$ cat config.mk
export PLATFORM = sky130hd
export DESIGN_NAME = adc_serial_host
export DESIGN_NICKNAME = d
export VERILOG_FILES = /design/src/rtl/adc_host_pkg.sv /design/src/rtl/adc_half_timer.sv /design/src/rtl/adc_rx_capture.sv /design/src/rtl/adc_serial_host.sv
export SDC_FILE = /design/constraint.sdc
export NUM_CORES = 1
export LEC_CHECK = 0
export ABC_AREA = 1
export BUFFER_PORTS_ARGS = -buffer_cell sky130_fd_sc_hd__buf_4
export CORE_MARGIN = 2
export CORE_UTILIZATION = 45
export CTS_BUF_LIST = sky130_fd_sc_hd__clkbuf_8
export DETAILED_ROUTE_END_ITERATION = 16
export GPL_ROUTABILITY_DRIVEN = 1
export MAX_ROUTING_LAYER = met4
export PLACE_DENSITY = 0.63
export SLEW_MARGIN = 20
export SYNTH_ARGS = -nofsm -noshare
export SYNTH_HDL_FRONTEND = slang
export SYNTH_HIERARCHICAL = 1
export SYNTH_SLANG_ARGS = --single-unit
export TNS_END_PERCENT = 30
$ cat constraint.sdc
create_clock -name clk -period 2.8 [get_ports clk]
set_input_delay 0.42 -clock clk [delete_from_list [all_inputs] [get_ports clk]]
set_output_delay 0.42 -clock clk [all_outputs]
set_load 0.05 [all_outputs]
$ cat src/rtl/adc_host_pkg.sv
`timescale 1ns/1ps
package adc_host_pkg;

    typedef enum logic [2:0] {
        ST_IDLE,
        ST_LEAD,
        ST_HIGH,
        ST_LOW,
        ST_GAP
    } seq_state_e;

endpackage

$ cat src/rtl/adc_half_timer.sv
`timescale 1ns/1ps
module adc_half_timer #(
    parameter int DIV_HALF = 4
) (
    input  logic clk,
    input  logic rst_n,
    input  logic run_i,
    output logic tick_o
);
    localparam int CW = (DIV_HALF > 1) ? $clog2(DIV_HALF) : 1;
    localparam logic [CW-1:0] LAST = CW'(DIV_HALF - 1);

    logic [CW-1:0] cnt_d, cnt_q;

    always_comb begin
        tick_o = run_i && (cnt_q == LAST);
        if (!run_i || cnt_q == LAST) begin
            cnt_d = '0;
        end else begin
            cnt_d = cnt_q + 1'b1;
        end
    end

    always_ff @(posedge clk or negedge rst_n) begin
        if (!rst_n) begin
            cnt_q <= '0;
        end else begin
            cnt_q <= cnt_d;
        end
    end
endmodule

$ cat src/rtl/adc_rx_capture.sv
`timescale 1ns/1ps
module adc_rx_capture #(
    parameter int DATA_W = 8
) (
    input  logic              clk,
    input  logic              rst_n,
    input  logic              clear_i,
    input  logic              do_i,
    input  logic              take_msb_i,
    input  logic              take_lsb_i,
    output logic [DATA_W-1:0] msb_next_o,
    output logic              replay_bad_next_o
);
    logic [1:0]        sync_d, sync_q;
    logic [DATA_W-1:0] msb_d, msb_q;
    logic [DATA_W-2:0] lsb_d, lsb_q;

    always_comb begin
        sync_d = {sync_q[0], do_i};
        msb_d  = msb_q;
        lsb_d  = lsb_q;
        if (clear_i) begin
            msb_d = '0;
            lsb_d = '0;
        end else begin
            if (take_msb_i) begin
                msb_d = {msb_q[DATA_W-2:0], sync_q[1]};
            end
            if (take_lsb_i) begin
                lsb_d = {sync_q[1], lsb_q[DATA_W-2:1]};
            end
        end
        msb_next_o        = msb_d;
        replay_bad_next_o = (lsb_d != msb_d[DATA_W-1:1]);
    end

    always_ff @(posedge clk or negedge rst_n) begin
        if (!rst_n) begin
            sync_q <= '0;
            msb_q  <= '0;
            lsb_q  <= '0;
        end else begin
            sync_q <= sync_d;
            msb_q  <= msb_d;
            lsb_q  <= lsb_d;
        end
    end
endmodule

$ cat src/rtl/adc_serial_host.sv
`timescale 1ns/1ps
module adc_serial_host #(
    parameter int DIV_HALF = 4,
    parameter int WORD_W   = 4,
    parameter int DATA_W   = 8
) (
    input  logic              clk,
    input  logic              rst_n,
    input  logic              start_i,
    input  logic [WORD_W-1:0] chan_i,
    input  logic              lsb_check_i,
    output logic              busy_o,
    output logic              cs_n_o,
    output logic              sclk_o,
    output logic              di_o,
    output logic              di_oe_o,
    input  logic              do_i,
    output logic [DATA_W-1:0] result_o,
    output logic              mismatch_o,
    output logic              done_o
);
    import adc_host_pkg::*;

    // pulse indices, counted from 0
    localparam int FIRST_DATA = WORD_W + 2;
    localparam int LAST_MSB   = FIRST_DATA + DATA_W - 1;
    localparam int LAST_LSB   = LAST_MSB + DATA_W - 1;
    localparam int PW         = $clog2(LAST_LSB + 1);

    typedef struct packed {
        seq_state_e        state;
        logic [PW-1:0]     pulse;
        logic [WORD_W-1:0] word;
        logic              lsb_en;
        logic              gap;
        logic              cs_n;
        logic              sclk;
        logic              di;
        logic              oe;
        logic [DATA_W-1:0] result;
        logic              mismatch;
        logic              done;
    } seq_regs_t;

    seq_regs_t r_d, r_q;

    logic              tick;
    logic              run;
    logic              take_msb;
    logic              take_lsb;
    logic              clear;
    logic [DATA_W-1:0] msb_next;
    logic              replay_bad_next;
    logic [PW-1:0]     last_pulse;

    assign run = (r_q.state != ST_IDLE);

    adc_half_timer #(.DIV_HALF(DIV_HALF)) u_timer (
        .clk    (clk),
        .rst_n  (rst_n),
        .run_i  (run),
        .tick_o (tick)
    );

    adc_rx_capture #(.DATA_W(DATA_W)) u_capture (
        .clk               (clk),
        .rst_n             (rst_n),
        .clear_i           (clear),
        .do_i              (do_i),
        .take_msb_i        (take_msb),
        .take_lsb_i        (take_lsb),
        .msb_next_o        (msb_next),
        .replay_bad_next_o (replay_bad_next)
    );

    always_comb begin
        last_pulse = r_q.lsb_en ? PW'(LAST_LSB) : PW'(LAST_MSB);
        clear      = (r_q.state == ST_IDLE) && start_i;
        take_msb   = (r_q.state == ST_LOW) && tick &&
                     (r_q.pulse >= PW'(FIRST_DATA)) && (r_q.pulse <= PW'(LAST_MSB));
        take_lsb   = (r_q.state == ST_LOW) && tick && r_q.lsb_en &&
                     (r_q.pulse > PW'(LAST_MSB)) && (r_q.pulse <= PW'(LAST_LSB));

        r_d      = r_q;
        r_d.done = 1'b0;

        unique case (r_q.state)
            ST_IDLE: begin
                if (start_i) begin
                    r_d.state  = ST_LEAD;
                    r_d.pulse  = '0;
                    r_d.word   = chan_i;
                    r_d.lsb_en = lsb_check_i;
                    r_d.cs_n   = 1'b0;
                    r_d.sclk   = 1'b0;
                    r_d.di     = 1'b1;
                    r_d.oe     = 1'b1;
                end
            end
            ST_LEAD: begin
                if (tick) begin
                    r_d.state = ST_HIGH;
                    r_d.sclk  = 1'b1;
                end
            end
            ST_HIGH: begin
                if (tick) begin
                    r_d.state = ST_LOW;
                    r_d.sclk  = 1'b0;
                    if (r_q.pulse < PW'(WORD_W)) begin
                        r_d.di   = r_q.word[WORD_W-1];
                        r_d.word = r_q.word << 1;
                    end else begin
                        r_d.di = 1'b0;
                        r_d.oe = 1'b0;
                    end
                end
            end
            ST_LOW: begin
                if (tick) begin
                    if (r_q.pulse == last_pulse) begin
                        r_d.state    = ST_GAP;
                        r_d.gap      = 1'b0;
                        r_d.cs_n     = 1'b1;
                        r_d.done     = 1'b1;
                        r_d.result   = msb_next;
                        r_d.mismatch = r_q.lsb_en && replay_bad_next;
                    end else begin
                        r_d.state = ST_HIGH;
                        r_d.sclk  = 1'b1;
                        r_d.pulse = r_q.pulse + 1'b1;
                    end
                end
            end
            ST_GAP: begin
                if (tick) begin
                    if (r_q.gap) begin
                        r_d.state = ST_IDLE;
                    end else begin
                        r_d.gap = 1'b1;
                    end
                end
            end
            default: r_d.state = ST_IDLE;
        endcase
    end

    always_ff @(posedge clk or negedge rst_n) begin
        if (!rst_n) begin
            r_q          <= '0;
            r_q.state    <= ST_IDLE;
            r_q.cs_n     <= 1'b1;
        end else begin
            r_q <= r_d;
        end
    end

    assign busy_o     = run;
    assign cs_n_o     = r_q.cs_n;
    assign sclk_o     = r_q.sclk;
    assign di_o       = r_q.di;
    assign di_oe_o    = r_q.oe;
    assign result_o   = r_q.result;
    assign mismatch_o = r_q.mismatch;
    assign done_o     = r_q.done;
endmodule

== Word level (Yosys, flattened, before mapping) ==
Cells that the tools add are included.

* Flip-flop bits (word level): 47
* Bits of input ports: 9
* Word-level logic and storage cells: 101
* Output and inout bits: 15

* Add/subtract/negate cells: 2
* Multiplexer cells: 34
* Equality and inequality tests: 17
* $lt $le $gt $ge: 5
* Reduce and logical (&&, ||, !) cells: 27

{| class="wikitable"
|+ Operators by type and width
! operator !! count
|-
| 2-to-1 mux 8 bit || 3
|-
| 2-to-1 mux 3 bit || 7
|-
| AND reduction 4 bit || 5
|-
| inequality test 2 bit, second input constant || 9
|-
| case mux 3 bit (5 select lines) || 1
|-
| 2-to-1 mux 7 bit || 2
|-
| 2-to-1 mux 13 bit || 1
|-
| 2-to-1 mux 4 bit || 3
|-
| AND reduction 6 bit || 2
|-
| 2-to-1 mux 5 bit || 2
|-
| case mux 5 bit (2 select lines) || 1
|-
| logical AND 1 bit || 9
|-
| case mux 4 bit (2 select lines) || 1
|-
| 2-to-1 mux 1 bit || 7
|-
| inequality test 7 bit || 1
|-
| == test 3 x 2 -> 1 bit, second input constant || 2
|-
| AND reduction 3 bit || 2
|-
| nonzero test 2 bit || 3
|-
| adder 5 x 1 -> 5 bit, second input constant || 1
|-
| == test 5 bit || 1
|-
| >= comparator 5 x 3 -> 1 bit, second input constant || 1
|-
| greater-than comparator 5 x 4 -> 1 bit, second input constant || 1
|-
| less-or-equal comparator 5 x 4 -> 1 bit, second input constant || 1
|-
| less-or-equal comparator 5 bit, second input constant || 1
|-
| other kinds (16) || 18
|}

== Longest topological paths before layout ==
* Depth in word-level cells: 10
* Gate-level depth with buffers: 19
* Mapped depth without buffers: 17

== By module ==
Netlist, hierarchy kept.

{| class="wikitable"
|+ Modules (own cells, without submodules)
! module !! seq. area each (sq um) !! instances !! area an instance (sq um) !! cells an instance
|-
| adc_serial_host || 701.9 || 1 || 1599.0 || 214
|-
| adc_rx_capture || 425.4 || 1 || 954.7 || 139
|-
| adc_half_timer || 50.0 || 1 || 88.8 || 10
|}

== Worst setup path after synthesis ==
No wires, ideal clock.

* Path type: register -> register
* Start: reg r_q[26] (netlist bit)
* End: reg r_q, in the netlist mismatch_o
* Path slack: 0.221 ns
* Required time: 2.682 ns
* Clock period less this slack: 2.579 ns
* Data arrival time: 2.461 ns
* Setup time: 0.118 ns
* Cell stages (with the launch flop): 19
* Path buffers: 3
* Cells stage by stage: dfrtp_1 -> nor2_1 -> nand2_1 -> nand2_1 -> inv_1 -> clkbuf_4 -> nand2_1 -> nor4_1 -> clkbuf_2 -> clkbuf_8 -> nand2_1 -> o21ai_1 -> nand3_1 -> nand2_1 -> nand2_1 -> nor2_1 -> nand2_1 -> nand3_2 -> nand2_1

* Elaborated cells on any way between the ends: 18
* Classes of those cells: 2 x eq/ne; 4 x mux; 12 x reduce/logical

{| class="wikitable"
|+ RTL lines
! what !! RTL line !! source
|-
| from (decl) || adc_serial_host.sv:45 || <nowiki>seq_regs_t r_d, r_q;</nowiki>
|-
| from (signal assigned) || adc_serial_host.sv:154 || <nowiki>r_q <= r_d;</nowiki>
|-
| nonzero test 3 bit || adc_serial_host.sv:56 || <nowiki>assign run = (r_q.state != ST_IDLE);</nowiki>
|-
| named net busy_o || adc_serial_host.sv:12 || <nowiki>output logic busy_o,</nowiki>
|-
| logical AND 1 bit || adc_half_timer.sv:16 || <nowiki>tick_o = run_i && (cnt_q == LAST);</nowiki>
|-
| named net tick || adc_serial_host.sv:47 || <nowiki>logic tick;</nowiki>
|-
| logical AND 1 bit (2 in a row) || adc_serial_host.sv:79 || <nowiki>take_msb = (r_q.state == ST_LOW) && tick &&</nowiki>
|-
| logical AND 1 bit || adc_serial_host.sv:80 || <nowiki>(r_q.pulse >= PW'(FIRST_DATA)) && (r_q.pulse <= PW'(LAST_MSB));</nowiki>
|-
| named net take_msb || adc_serial_host.sv:49 || <nowiki>logic take_msb;</nowiki>
|-
| 2-to-1 mux 8 bit || adc_rx_capture.sv:26 || <nowiki>if (take_msb_i) begin</nowiki>
|-
| 2-to-1 mux 8 bit || adc_rx_capture.sv:22 || <nowiki>if (clear_i) begin</nowiki>
|-
| inequality test 7 bit || adc_rx_capture.sv:34 || <nowiki>replay_bad_next_o = (lsb_d != msb_d[DATA_W-1:1]);</nowiki>
|-
| named net replay_bad_next || adc_serial_host.sv:53 || <nowiki>logic replay_bad_next;</nowiki>
|-
| logical AND 1 bit || adc_serial_host.sv:127 || <nowiki>r_d.mismatch = r_q.lsb_en && replay_bad_next;</nowiki>
|}

The timed path passes the listed nets, and every way through them passes these cells.
A chain may end at the register's enable or synchronous reset.

== Worst setup path after layout ==
* Start: reg r_q[27] (netlist bit)
* End: reg r_q, in the netlist mismatch_o

* Elaborated cells on any way between the ends: 18
* Classes of those cells: 2 x eq/ne; 4 x mux; 12 x reduce/logical

{| class="wikitable"
|+ RTL lines
! what !! RTL line
|-
| nonzero test 3 bit || adc_serial_host.sv:56
|-
| logical AND 1 bit || adc_half_timer.sv:16
|-
| named net tick || adc_serial_host.sv:47
|-
| logical AND 1 bit (2 in a row) || adc_serial_host.sv:79
|-
| logical AND 1 bit || adc_serial_host.sv:80
|-
| named net take_msb || adc_serial_host.sv:49
|-
| 2-to-1 mux 8 bit || adc_rx_capture.sv:26
|-
| 2-to-1 mux 8 bit || adc_rx_capture.sv:22
|-
| inequality test 7 bit || adc_rx_capture.sv:34
|-
| named net replay_bad_next || adc_serial_host.sv:53
|-
| logical AND 1 bit || adc_serial_host.sv:127
|}

The timed path passes the listed nets, and every way through them passes these cells.

==> implementation parameters <==
Parameter                              Value

Floorplan
  Floorplan die height    80.6 um
  Die Area    6500 sq um
  Placeable core region    5570 sq um
  Io pins    24
  Starting utilization of the core area    0.474
  Number of rows created at floorplan    27
  Chip Width    80.6 um

Timing
  Share of the clock period used by the worst path    0.883
  Setup repair after global routing missed its margin    no
  Maximum frequency from static timing analysis    404 MHz
  Final Slew Violations    0
  Final Hold Violating Endpoints    0
  Number of setup violations in the final report    0
  Tightest hold margin    0.116 ns
  Relative slew slack    0.607
  Final sum of negative setup slack    0 ns
  Largest clock skew in the final design    0.00943 ns
  Final period demand of the worst path    2.47 ns
  Transition time at the pin with the least slew margin    0.589 ns

Drt
  Initial drt markers    103
  Total Routed Length    5230 um
  Detailed-route via count    2147
  Post-detailed-route wirelength per cell    11.5 um
  Detail Route Antenna Nets    0
  Number of remaining DRC errors    0
  Via count normalized by instance count    4.74
  Drt pass-1 iters    4

GRT
  Number of global-route vias before repair    2089
  Pin count of the biggest net entering global routing    48
  Total grt overflow    0
  GR Util All Layers    0.187
  Initial antenna violation count    0
  First-pass GRT wire length    9210 um

Yosys
  Syn. warnings    6
  Syn_nets    376
  Sequential share of the synthesized area    0.446
  Synthesized instance count    363
  Cell variety after synth    29
  Post-synthesis area per instance    7.28 sq um
  Yosys reg bits    47
  Total standard cell area after synthesis    2640 sq um

Critical path
  Cell count of the worst reg-to-reg path    18
  Required arrival time at the worst endpoint    3.00 ns
  Worst-path cell with the longest stage delay    dfrtp_1
  Category of the worst setup path capture point    flop
  Critical path origin    r_q[27]
  Series of cell instances along the critical path    inv_2 > nand2_1 > nand2_1 > inv_2 > nand2_1 > nor4_2 > buf_4 > inv_1 > nand2_1 > nand2_1 > nand2_1 > nand2_1 > nand2_1 > nand3_1 > nor2_1 > nand2_1 > nand3_2 > nand2_1
  Worst reg-to-reg setup slack    0.33 ns
  Biggest cell delay along the critical path    0.48 ns
  Worst r2r src    r_q[27]
  Type of the setup path with the least slack    reg2reg
  Critical Path Most Common Cell    nand2_1
  Setup crit start kind    flop
  Destination of the worst register-to-register timing path    mismatch_o
  Maximum fanout encountered on the critical timing path    16
  Endpoint of the worst setup timing path    mismatch_o
  Worst endpoint data arrival time    2.68 ns

Placed design
  Post-Place Cells    445
  Number of I/O port buffers    23
  DP Wirelength    3770 um
  Dpl cell area    2800 sq um
  Routability Congestion    0.816

Final layout
  Number of standard cells in the layout, taps in and fillers out    453
  Final std cell area, no fill    2910 sq um
  Area added between synthesis and finish    10.1%
  Fraction of final layout cells with drive strength greater than 1    0.142
  Total inserted antenna cells    0
  Commonest non-fill, non-tap cell in the layout    nand2_1
  Final standard cell utilization of the core    0.522
  Most frequent cells in the layout    nand2_1 (157), inv_1 (50), dfrtp_1 (46)
  Area occupied by multi-input gates    1110 sq um
  Sequential Area    1180 sq um
  Final net count    393
  Fill cell total of the finished layout    563

Clock tree
  Root Buffer Master    clkbuf_8
  Clock tree from TritonCTS    done
  CTS Sinks    47
  Register clock-pin slew on the reported worst setup and hold paths    0.09 ns
  CTS Buffer Depth    2
  Number of buffers inserted by post-CTS setup repair    0
  Worst skew pair latency    0.30 ns
  Max H-tree Level    2
  Number of clock buffers inserted by TritonCTS    5

Run
  Count of maximum capacitance violations    0

Power
  Maximum vdd drop    0.689 mV
  Cell leakage power    0.00165 uW
  Total power per unit cell area    724 nW/um^2

Outcome
  Outcome    finished, final reports clean

Worst hold path
  Class of the tightest hold or removal check    in2async
==> critical path, delay by kind of cell, from the launching register on <==
family                 cells  cell delay [ns]
flip-flops                 1             0.48
buffers and inverters      4             0.65
AND/OR/NAND/NOR           14             1.24
==> registers in the layout (all words and copies together) (netlist names) <==
signal and cells:
cs_n_o 1, u_timer/cnt_q 2, done_o 1, u_capture/sync_q 2, mismatch_o 1, u_capture/msb_q 8, result_o 8, di_oe_o 1
r_q 14, di_o 1, sclk_o 1, u_capture/lsb_q 7
==> routing by layer <==
layer / wire (um) / GRT usage / vias up
met5: 0 / - / -
met4: 59 / 0.0610 / 0
met3: 125 / 0.0337 / 5
met2: 2530 / 0.308 / 22
met1: 2510 / 0.233 / 993
li1: - / - / 1127
==> kinds of logic (layout without fill, tap and decap cells) <==
family / Yosys count / in the layout / share of synthesized area
flip-flops: 47 / 47 / 0.446
adder cells (fa/ha/maj): 4 / 4 / 0.0189
buffers and inverters: 73 / 91 / 0.135
XOR/XNOR: 3 / 3 / 0.00994
AND/OR/NAND/NOR: 218 / 218 / 0.352
AO/OA/AOI/OAI: 18 / 18 / 0.0388
==> synthesized netlist by cell type, drive strengths merged <==
cell | count | area [sq um]
dfstp | 1 | 26.3
nand3 | 36 | 198
xnor2 | 1 | 8.76
o21ai | 14 | 81.3
ha | 4 | 50.1
inv | 56 | 210
nor2 | 17 | 78.8
nand2 | 160 | 608
nor3 | 1 | 5.00
clkbuf | 4 | 40.0
nor4 | 1 | 6.26
buf | 13 | 106
dfrtp | 46 | 1150
nand4 | 3 | 33.8
xor2 | 2 | 17.5
a21oi | 3 | 15.0
a31oi | 1 | 6.26
==> where the power goes <==
part	internal [uW]	total (uW)	switching, uW	leakage, uW
clock	269	514	245	0.0000548
combinational	220	736	517	0.00101
sequential	771	857	86.4	0.000576
total	1260	2110	848	0.00165
==> through the flow <==
step	total power, uW	setup WS (ns)
2_1_floorplan	1410	0.221
3_3_place_gp	1600	0.320
3_5_place_dp	1610	0.248
4_1_cts	2130	0.238
5_1_grt	2280	0.0357
6_report	2110	0.328
==> final cells by class <==
| type | count | share of cell area |
|---|---|---|
| Clock inverter | 3 | 0.0159 |
| Sequential cell | 47 | 0.405 |
| Inverter | 56 | 0.0722 |
| Timing Repair Buffer | 27 | 0.0696 |
| Tap cell | 72 | 0.0310 |
| Clock buffer | 5 | 0.0236 |
| Multi-Input combinational cell | 243 | 0.383 |
==> timing repair <==
action	4_1_cts	5_1_grt
setup endpoints to repair	0	1
gates resized for setup	0	1
hold buffers	0	0
endpoints found under the hold margin	0	0
==> worst min-delay path by stage <==
stage,depth (start not counted),to,slack [ns]
final,1,u_capture/sync_q[1],0.12
after global routing,1,result_o[4],0.16
after CTS,1,result_o[4],0.14
after detailed placement,0,u_capture/sync_q[1],0.34
after global placement,0,u_capture/sync_q[1],0.34
after floorplan,0,di_o,0.12
Note: power is estimated with default switching activity, not from simulation.
